$ cat src/rtl/ea_pkg.sv
package ea_pkg;
  typedef enum logic [3:0] {
    AM_REG  = 4'd0,
    AM_IMM  = 4'd1,
    AM_DISP = 4'd2,
    AM_RIND = 4'd3,
    AM_IDX  = 4'd4,
    AM_DIR  = 4'd5,
    AM_MIND = 4'd6,
    AM_AINC = 4'd7,
    AM_ADEC = 4'd8,
    AM_SCL  = 4'd9
  } am_e;

  typedef enum logic [1:0] {
    S_IDLE  = 2'd0,
    S_WAIT1 = 2'd1,
    S_WAIT2 = 2'd2,
    S_FIN   = 2'd3
  } st_e;

  typedef struct packed {
    logic illegal;
    logic mem;
    logic chain;
    logic wb;
  } plan_t;
endpackage

$ cat src/rtl/ea_addr_calc.sv
module ea_addr_calc
  import ea_pkg::*;
#(
  parameter int W    = 32,
  parameter int STEP = 4
) (
  input  logic [3:0]   mode_i,
  input  logic [W-1:0] base_i,
  input  logic [W-1:0] idx_i,
  input  logic [W-1:0] imm_i,
  output logic [W-1:0] addr_o,
  output logic [W-1:0] direct_o,
  output logic [W-1:0] wb_val_o,
  output plan_t        plan_o
);
  localparam logic [W-1:0] STEP_W = W'(STEP);
  localparam int SH = $clog2(STEP);
  localparam bit POW2 = (STEP > 0) && ((STEP & (STEP - 1)) == 0);

  logic [W-1:0] scaled;

  generate
    if (POW2) begin : g_shift
      assign scaled = idx_i << SH;
    end else begin : g_mult
      assign scaled = idx_i * STEP_W;
    end
  endgenerate

  always_comb begin
    addr_o   = base_i;
    direct_o = '0;
    wb_val_o = '0;
    plan_o   = '{illegal: 1'b0, mem: 1'b1, chain: 1'b0, wb: 1'b0};
    case (mode_i)
      AM_REG: begin
        plan_o.mem = 1'b0;
        direct_o   = base_i;
      end
      AM_IMM: begin
        plan_o.mem = 1'b0;
        direct_o   = imm_i;
      end
      AM_DISP: addr_o = imm_i + base_i;
      AM_RIND: addr_o = base_i;
      AM_IDX:  addr_o = base_i + idx_i;
      AM_DIR:  addr_o = imm_i;
      AM_MIND: begin
        addr_o       = base_i;
        plan_o.chain = 1'b1;
      end
      AM_AINC: begin
        addr_o    = base_i;
        wb_val_o  = base_i + STEP_W;
        plan_o.wb = 1'b1;
      end
      AM_ADEC: begin
        wb_val_o  = base_i - STEP_W;
        addr_o    = base_i - STEP_W;
        plan_o.wb = 1'b1;
      end
      AM_SCL:  addr_o = imm_i + base_i + scaled;
      default: begin
        plan_o.mem     = 1'b0;
        plan_o.illegal = 1'b1;
      end
    endcase
  end
endmodule

$ cat src/rtl/ea_seq.sv
module ea_seq
  import ea_pkg::*;
#(
  parameter int W  = 32,
  parameter int RA = 5
) (
  input  logic          clk,
  input  logic          rst_n,
  input  logic          start_i,
  input  plan_t         plan_i,
  input  logic [W-1:0]  addr_i,
  input  logic [W-1:0]  direct_i,
  input  logic [W-1:0]  wb_val_i,
  input  logic [RA-1:0] reg_a_i,
  input  logic [W-1:0]  mem_rdata_i,
  output logic          mem_re_o,
  output logic [W-1:0]  mem_addr_o,
  output logic          rf_we_o,
  output logic [RA-1:0] rf_waddr_o,
  output logic [W-1:0]  rf_wdata_o,
  output logic          busy_o,
  output logic          done_o,
  output logic [W-1:0]  operand_o,
  output logic [W-1:0]  ea_o,
  output logic          illegal_o
);
  st_e           state_q, state_d;
  logic          accept;
  logic          chain_q, wb_q, ill_q;
  logic [RA-1:0] wreg_q;
  logic [W-1:0]  wval_q, op_q, op_d, ea_q;
  logic          op_en;

  assign accept = start_i && (state_q == S_IDLE);

  always_comb begin
    state_d = state_q;
    case (state_q)
      S_IDLE:  if (accept) state_d = plan_i.mem ? S_WAIT1 : S_FIN;
      S_WAIT1: state_d = chain_q ? S_WAIT2 : S_FIN;
      S_WAIT2: state_d = S_FIN;
      default: state_d = S_IDLE;
    endcase
  end

  always_comb begin
    mem_re_o   = (accept && plan_i.mem) || (state_q == S_WAIT1 && chain_q);
    mem_addr_o = (state_q == S_WAIT1) ? mem_rdata_i : addr_i;
    op_en      = 1'b0;
    op_d       = mem_rdata_i;
    if (accept && !plan_i.mem) begin
      op_en = 1'b1;
      op_d  = plan_i.illegal ? '0 : direct_i;
    end else if ((state_q == S_WAIT1 && !chain_q) || state_q == S_WAIT2) begin
      op_en = 1'b1;
    end
  end

  always_ff @(posedge clk or negedge rst_n) begin
    if (!rst_n) begin
      state_q <= S_IDLE;
      chain_q <= 1'b0;
      wb_q    <= 1'b0;
      ill_q   <= 1'b0;
      wreg_q  <= '0;
      wval_q  <= '0;
      op_q    <= '0;
      ea_q    <= '0;
    end else begin
      state_q <= state_d;
      if (accept) begin
        chain_q <= plan_i.chain;
        wb_q    <= plan_i.wb;
        ill_q   <= plan_i.illegal;
        wreg_q  <= reg_a_i;
        wval_q  <= wb_val_i;
      end
      if (op_en) op_q <= op_d;
      if (mem_re_o) ea_q <= mem_addr_o;
    end
  end

  assign busy_o     = (state_q != S_IDLE);
  assign done_o     = (state_q == S_FIN);
  assign rf_we_o    = done_o && wb_q;
  assign rf_waddr_o = wreg_q;
  assign rf_wdata_o = wval_q;
  assign operand_o  = op_q;
  assign ea_o       = ea_q;
  assign illegal_o  = done_o && ill_q;

  a_r9_done_single: assert property (@(posedge clk) disable iff (!rst_n)
    done_o |=> !done_o);
  a_r9_idle_after_done: assert property (@(posedge clk) disable iff (!rst_n)
    done_o |=> !busy_o);
  a_r7_wb_once: assert property (@(posedge clk) disable iff (!rst_n)
    rf_we_o |=> !rf_we_o);
  a_r11_illegal_zero: assert property (@(posedge clk) disable iff (!rst_n)
    illegal_o |-> (operand_o == '0) && !rf_we_o);
  a_r8_read_makes_busy: assert property (@(posedge clk) disable iff (!rst_n)
    (mem_re_o && !busy_o) |=> busy_o);
  a_r10_no_read_at_done: assert property (@(posedge clk) disable iff (!rst_n)
    done_o |-> !mem_re_o);
endmodule

$ cat src/rtl/operand_agen.sv
module operand_agen
  import ea_pkg::*;
#(
  parameter int W    = 32,
  parameter int RA   = 5,
  parameter int STEP = 4
) (
  input  logic          clk,
  input  logic          rst_n,
  input  logic          start_i,
  input  logic [3:0]    mode_i,
  input  logic [RA-1:0] reg_a_i,
  input  logic [RA-1:0] reg_b_i,
  input  logic [W-1:0]  imm_i,
  output logic [RA-1:0] rf_raddr_a_o,
  input  logic [W-1:0]  rf_rdata_a_i,
  output logic [RA-1:0] rf_raddr_b_o,
  input  logic [W-1:0]  rf_rdata_b_i,
  output logic          rf_we_o,
  output logic [RA-1:0] rf_waddr_o,
  output logic [W-1:0]  rf_wdata_o,
  output logic          mem_re_o,
  output logic [W-1:0]  mem_addr_o,
  input  logic [W-1:0]  mem_rdata_i,
  output logic          busy_o,
  output logic          done_o,
  output logic [W-1:0]  operand_o,
  output logic [W-1:0]  ea_o,
  output logic          illegal_o
);
  logic [1:0]   rst_sync_q;
  logic         rst_int_n;
  logic [W-1:0] addr, direct, wb_val;
  plan_t        plan;

  always_ff @(posedge clk or negedge rst_n) begin
    if (!rst_n) rst_sync_q <= 2'b00;
    else        rst_sync_q <= {rst_sync_q[0], 1'b1};
  end
  assign rst_int_n = rst_sync_q[1];

  assign rf_raddr_a_o = reg_a_i;
  assign rf_raddr_b_o = reg_b_i;

  ea_addr_calc #(.W(W), .STEP(STEP)) u_calc (
    .mode_i   (mode_i),
    .base_i   (rf_rdata_a_i),
    .idx_i    (rf_rdata_b_i),
    .imm_i    (imm_i),
    .addr_o   (addr),
    .direct_o (direct),
    .wb_val_o (wb_val),
    .plan_o   (plan)
  );

  ea_seq #(.W(W), .RA(RA)) u_seq (
    .clk         (clk),
    .rst_n       (rst_int_n),
    .start_i     (start_i),
    .plan_i      (plan),
    .addr_i      (addr),
    .direct_i    (direct),
    .wb_val_i    (wb_val),
    .reg_a_i     (reg_a_i),
    .mem_rdata_i (mem_rdata_i),
    .mem_re_o    (mem_re_o),
    .mem_addr_o  (mem_addr_o),
    .rf_we_o     (rf_we_o),
    .rf_waddr_o  (rf_waddr_o),
    .rf_wdata_o  (rf_wdata_o),
    .busy_o      (busy_o),
    .done_o      (done_o),
    .operand_o   (operand_o),
    .ea_o        (ea_o),
    .illegal_o   (illegal_o)
  );
endmodule

$ cat config.mk
export PLATFORM = sky130hd
export DESIGN_NAME = operand_agen
export DESIGN_NICKNAME = d
export VERILOG_FILES = /design/src/rtl/ea_pkg.sv /design/src/rtl/ea_addr_calc.sv /design/src/rtl/ea_seq.sv /design/src/rtl/operand_agen.sv
export SDC_FILE = /design/constraint.sdc
export NUM_CORES = 1
export LEC_CHECK = 0
export BUFFER_PORTS_ARGS = -buffer_cell sky130_fd_sc_hd__buf_2
export CORE_UTILIZATION = 60
export CTS_BUF_LIST = sky130_fd_sc_hd__clkbuf_16
export CTS_CLUSTER_DIAMETER = 40
export DETAILED_ROUTE_END_ITERATION = 16
export PLACE_DENSITY = 0.93
export SLEW_MARGIN = 40
export SYNTH_ARGS = -nofsm -noshare
export SYNTH_HDL_FRONTEND = slang
export SYNTH_SLANG_ARGS = --single-unit
$ cat constraint.sdc
create_clock -name clk -period 11.75 [get_ports clk]
set_input_delay 1.7625 -clock clk [delete_from_list [all_inputs] [get_ports clk]]
set_output_delay 1.7625 -clock clk [all_outputs]
set_load 0.01 [all_outputs]
==> impl_metrics.tcl <==
set metrics [dict create \
    track_usage_pct 44.8 \
    gr-usage-met2_pct 61.8 \
    yosys_warnings 0 \
    multi_input_area_sq_um 9190 \
    syn_avg_cell_area_sq_um 7.58 \
    vias 14600 \
    use_met3_pct 15.7 \
    drv_slew 0 \
    clkSinkCount 108 \
    finalPower_w 0.00242 \
    cts-buffers-inserted 9 \
    syn_area_sq_um 12500 \
    post_cts_buffers 0 \
    grt_pass1_vias 13200 \
    crit_path_cell_trace "buf_2, ha_1, inv_1, fa_1, nor2b_1, o2111ai_1, nand3_1, a31oi_1, o21ai_0, xor2_1, ha_1, and2_0, nor2b_1, nand2_1, a2111oi_0, nor2_1, o21ai_0, xnor2_1, a211oi_1, o31ai_1, buf_2" \
    die_height_um 146 \
    antenna_found_initial 3 \
    fillers 1688 \
    instances_no_fill 2106 \
    seqPwrFrac_pct 25.5 \
    slew-limit-headroom_pct 37.5 \
    grt_max_degree 75 \
    area.sequential_sq_um 2710 \
    post_cts_resized 0 \
    drt-total-wl_um 49000 \
    required_ns 9.99 \
    synthArstFlopShare_pct 100 \
    synth_cells 1646 \
    dp_hpwl_um 37800 \
    drt-wirelength-per-cell_um 23.3 \
    htreeDepth 3 \
    met1_usage_pct 63.4 \
    worst_pin_slew_ns 0.930 \
    grt_setup_unrepaired "no" \
    synth.distinct_cells 76 \
    fin_setup_tns_ns 0 \
    cts_hold_buffers 0 \
    crit_path_max_incr_delay_ns 0.60 \
    p_per_area_nw_per_um2 170 \
    antenna_left 0 \
    netSwitchingPower_w 0.00116 \
    p_leak_nw 6.43 \
    yosysSeqAreaShare_pct 21.7 \
    grt-busiest-layer "met1" \
    crit_type "primary input to output port" \
    ios 293 \
    clk_path_buf_depth 2 \
    vias_per_cell 6.92 \
    maxCapViolations 0 \
    swShare_pct 47.8 \
    clockPowerShare_pct 13.8 \
    hold_viol_final 0 \
    areaGrowthSynthToFinish_pct 14.2 \
    startpoint_type "primary input" \
    die_w_um 146 \
    cts_tree "yes" \
    drt-pass1-iter-count 8 \
    p_comb_share_pct 60.7 \
    rows 52 \
    drive_gt1_share_pct 20.4 \
    max_freq_ghz 0.111 \
    hold_path_class "register to async pin" \
    crit_path_end_kind "output port" \
    post-route-min-period_ns 9.04 \
    synth_seq_cells 108 \
    setup_viol 0 \
    core_sq_um 20300 \
    synth.net_count 1893 \
    start_util_pct 61.5 \
    internal_power_w 0.00126 \
    grt_pass1_wl_um 74500 \
    dp_cells 2086 \
    die_area_sq_um 21400 \
    r2r_setup_slack_ns 8.87 \
    drt-initial-drc-count 2036 \
    gp_congestion 1.08 \
    root_buffer "clkbuf_16" \
    critPathMaxFanout 6 \
    grt-ovfl-total 0 \
    synth-edff-count 0 \
    ir_drop_mv 0.106 \
    critPathArrivalTime_ns 7.28 \
    status "completed" \
    finClkSkew_ns 0.00730 \
    cts.clk_slew.worst_paths_ns 0.08 \
    clock_latency_ns 0.37 \
    drc_errors 0 \
    synth-main-ff-cell "dfrtp_1" \
    finalCritPeriodShare_pct 76.9 \
    layout_commonest_cell "buf_2" \
    final_nets 2075 \
    slowest_stage "o21ai_0" \
    layout_common_cells "buf_2 (282), nand2_1 (178), o21ai_0 (148), a21oi_1 (133), nor2_1 (132)" \
    port_buffers 282 \
]
-- layer usage --
metal | vias up | part of all wire (%) | wire (um)
li1 | 6460 | - | -
met1 | 6702 | 40 | 19500
met2 | 1228 | 40 | 19400
met3 | 189 | 16 | 7870
met4 | 0 | 4.4 | 2170
met5 | - | 0 | 0
-- cell usage after synthesis, types with 7 or more instances --
cell type / number / share of area [%]
a211oi_1: 19 / 1.1
a21o_1: 45 / 2.7
a21oi_1: 133 / 5.3
a221o_1: 12 / 0.96
a221oi_1: 16 / 1.1
a22oi_1: 73 / 4.4
a31oi_1: 21 / 1.1
and2_1: 16 / 0.80
and3_1: 14 / 0.70
buf_1: 7 / 0.21
buf_4: 10 / 0.60
clkbuf_1: 103 / 3.1
dfrtp_1: 108 / 22
ha_1: 99 / 9.9
inv_1: 37 / 1.1
mux2_2: 29 / 2.6
mux2i_1: 8 / 0.64
nand2_1: 179 / 5.4
nand2b_1: 12 / 0.60
nand3_1: 36 / 1.4
nand4_1: 18 / 0.90
nor2_1: 134 / 4.0
nor2b_1: 9 / 0.45
nor3_1: 25 / 1.0
nor4_1: 8 / 0.40
o2111ai_1: 7 / 0.49
o211ai_1: 12 / 0.72
o21a_1: 15 / 0.90
o21ai_0: 148 / 5.9
o21bai_1: 12 / 0.72
o221ai_1: 7 / 0.49
o22ai_1: 14 / 0.70
o31ai_1: 23 / 1.4
or3_1: 16 / 0.80
xnor2_1: 73 / 5.1
xor2_1: 53 / 3.7
-- power by group through the flow --
stage	Combinational [W]	Clock (W)	Sequential (W)
final	0.00147	0.000334	0.000617
after global routing	0.00158	0.000347	0.000632
after CTS	0.00141	0.000332	0.000614
after detailed placement	0.00140	0	0.000619
after global placement	0.00138	0	0.000611
after floorplan	0.000832	0	0.000682
-- worst paths after layout --
kind	startpoint	endpoint	cells past startpoint
max in group asynchronous	rst_sync_q[1]	u_seq.operand_o[23]	1
setup reg to reg	u_seq.state_q[1]	u_seq.ea_o[29]	10
setup / recovery	rf_rdata_a_i[0]	mem_addr_o[31]	21
hold / removal	rst_sync_q[1]	u_seq.ea_o[3]	0
hold reg to reg	rst_sync_q[1]	u_seq.ea_o[3]	0
min in group clk	rst_sync_q[0]	rst_sync_q[1]	0
-- final cells by class --
class / count / share of cell area, %
Multi-Input combinational cell: 1374 / 64.5
Clock buffer: 9 / 1.58
Antenna cell: 3 / 0.0527
Timing Repair Buffer: 298 / 10.9
Sequential cell: 108 / 19.0
Tap cell: 270 / 2.37
Clock inverter: 7 / 0.641
Inverter: 37 / 0.975
-- flip-flops by register name, indices dropped and copies added (netlist names) --
name and cells:
rst_sync_q 2, u_seq.chain_q 1, u_seq.ea_o 32, u_seq.ill_q 1
u_seq.operand_o 32, u_seq.rf_waddr_o 5, u_seq.rf_wdata_o 32, u_seq.state_q 2
u_seq.wb_q 1
-- cell families after synthesis --
| group | after synthesis | synth area share [%] |
|---|---|---|
| other | 1 | 0.0300 |
| and+or+nand+nor | 499 | 18.6 |
| DFF | 108 | 21.7 |
| AOI/OAI and AO/OA | 608 | 31.8 |
| buffers and inverters | 164 | 5.35 |
| muxes | 38 | 3.35 |
| adders and majority gates | 102 | 10.4 |
| xor gates and xnor gates | 126 | 8.84 |
-- through the flow --
stage / worst slack [ns] / hold slack, ns / util (%) / area, sq um
final: 2.71 / 0.350 / 70.2 / 14200
after floorplan: 4.35 / 0.331 / - / 12500
after detailed placement: 3.19 / 0.340 / 68.4 / 13900
after global routing: 2.56 / 0.378 / 70.2 / 14200
after CTS: 3.08 / 0.364 / 70.0 / 14200
after global placement: 3.29 / 0.343 / 68.3 / 13900
-- critical path: cells and delay by family --
kind / cells / cell delay [ns]
buffers and inverters: 3 / 0.40
adders and majority gates: 3 / 1.06
xor gates and xnor gates: 2 / 0.37
and+or+nand+nor: 6 / 1.14
AOI/OAI and AO/OA: 7 / 2.53
Power figures use the tool's default switching activity.
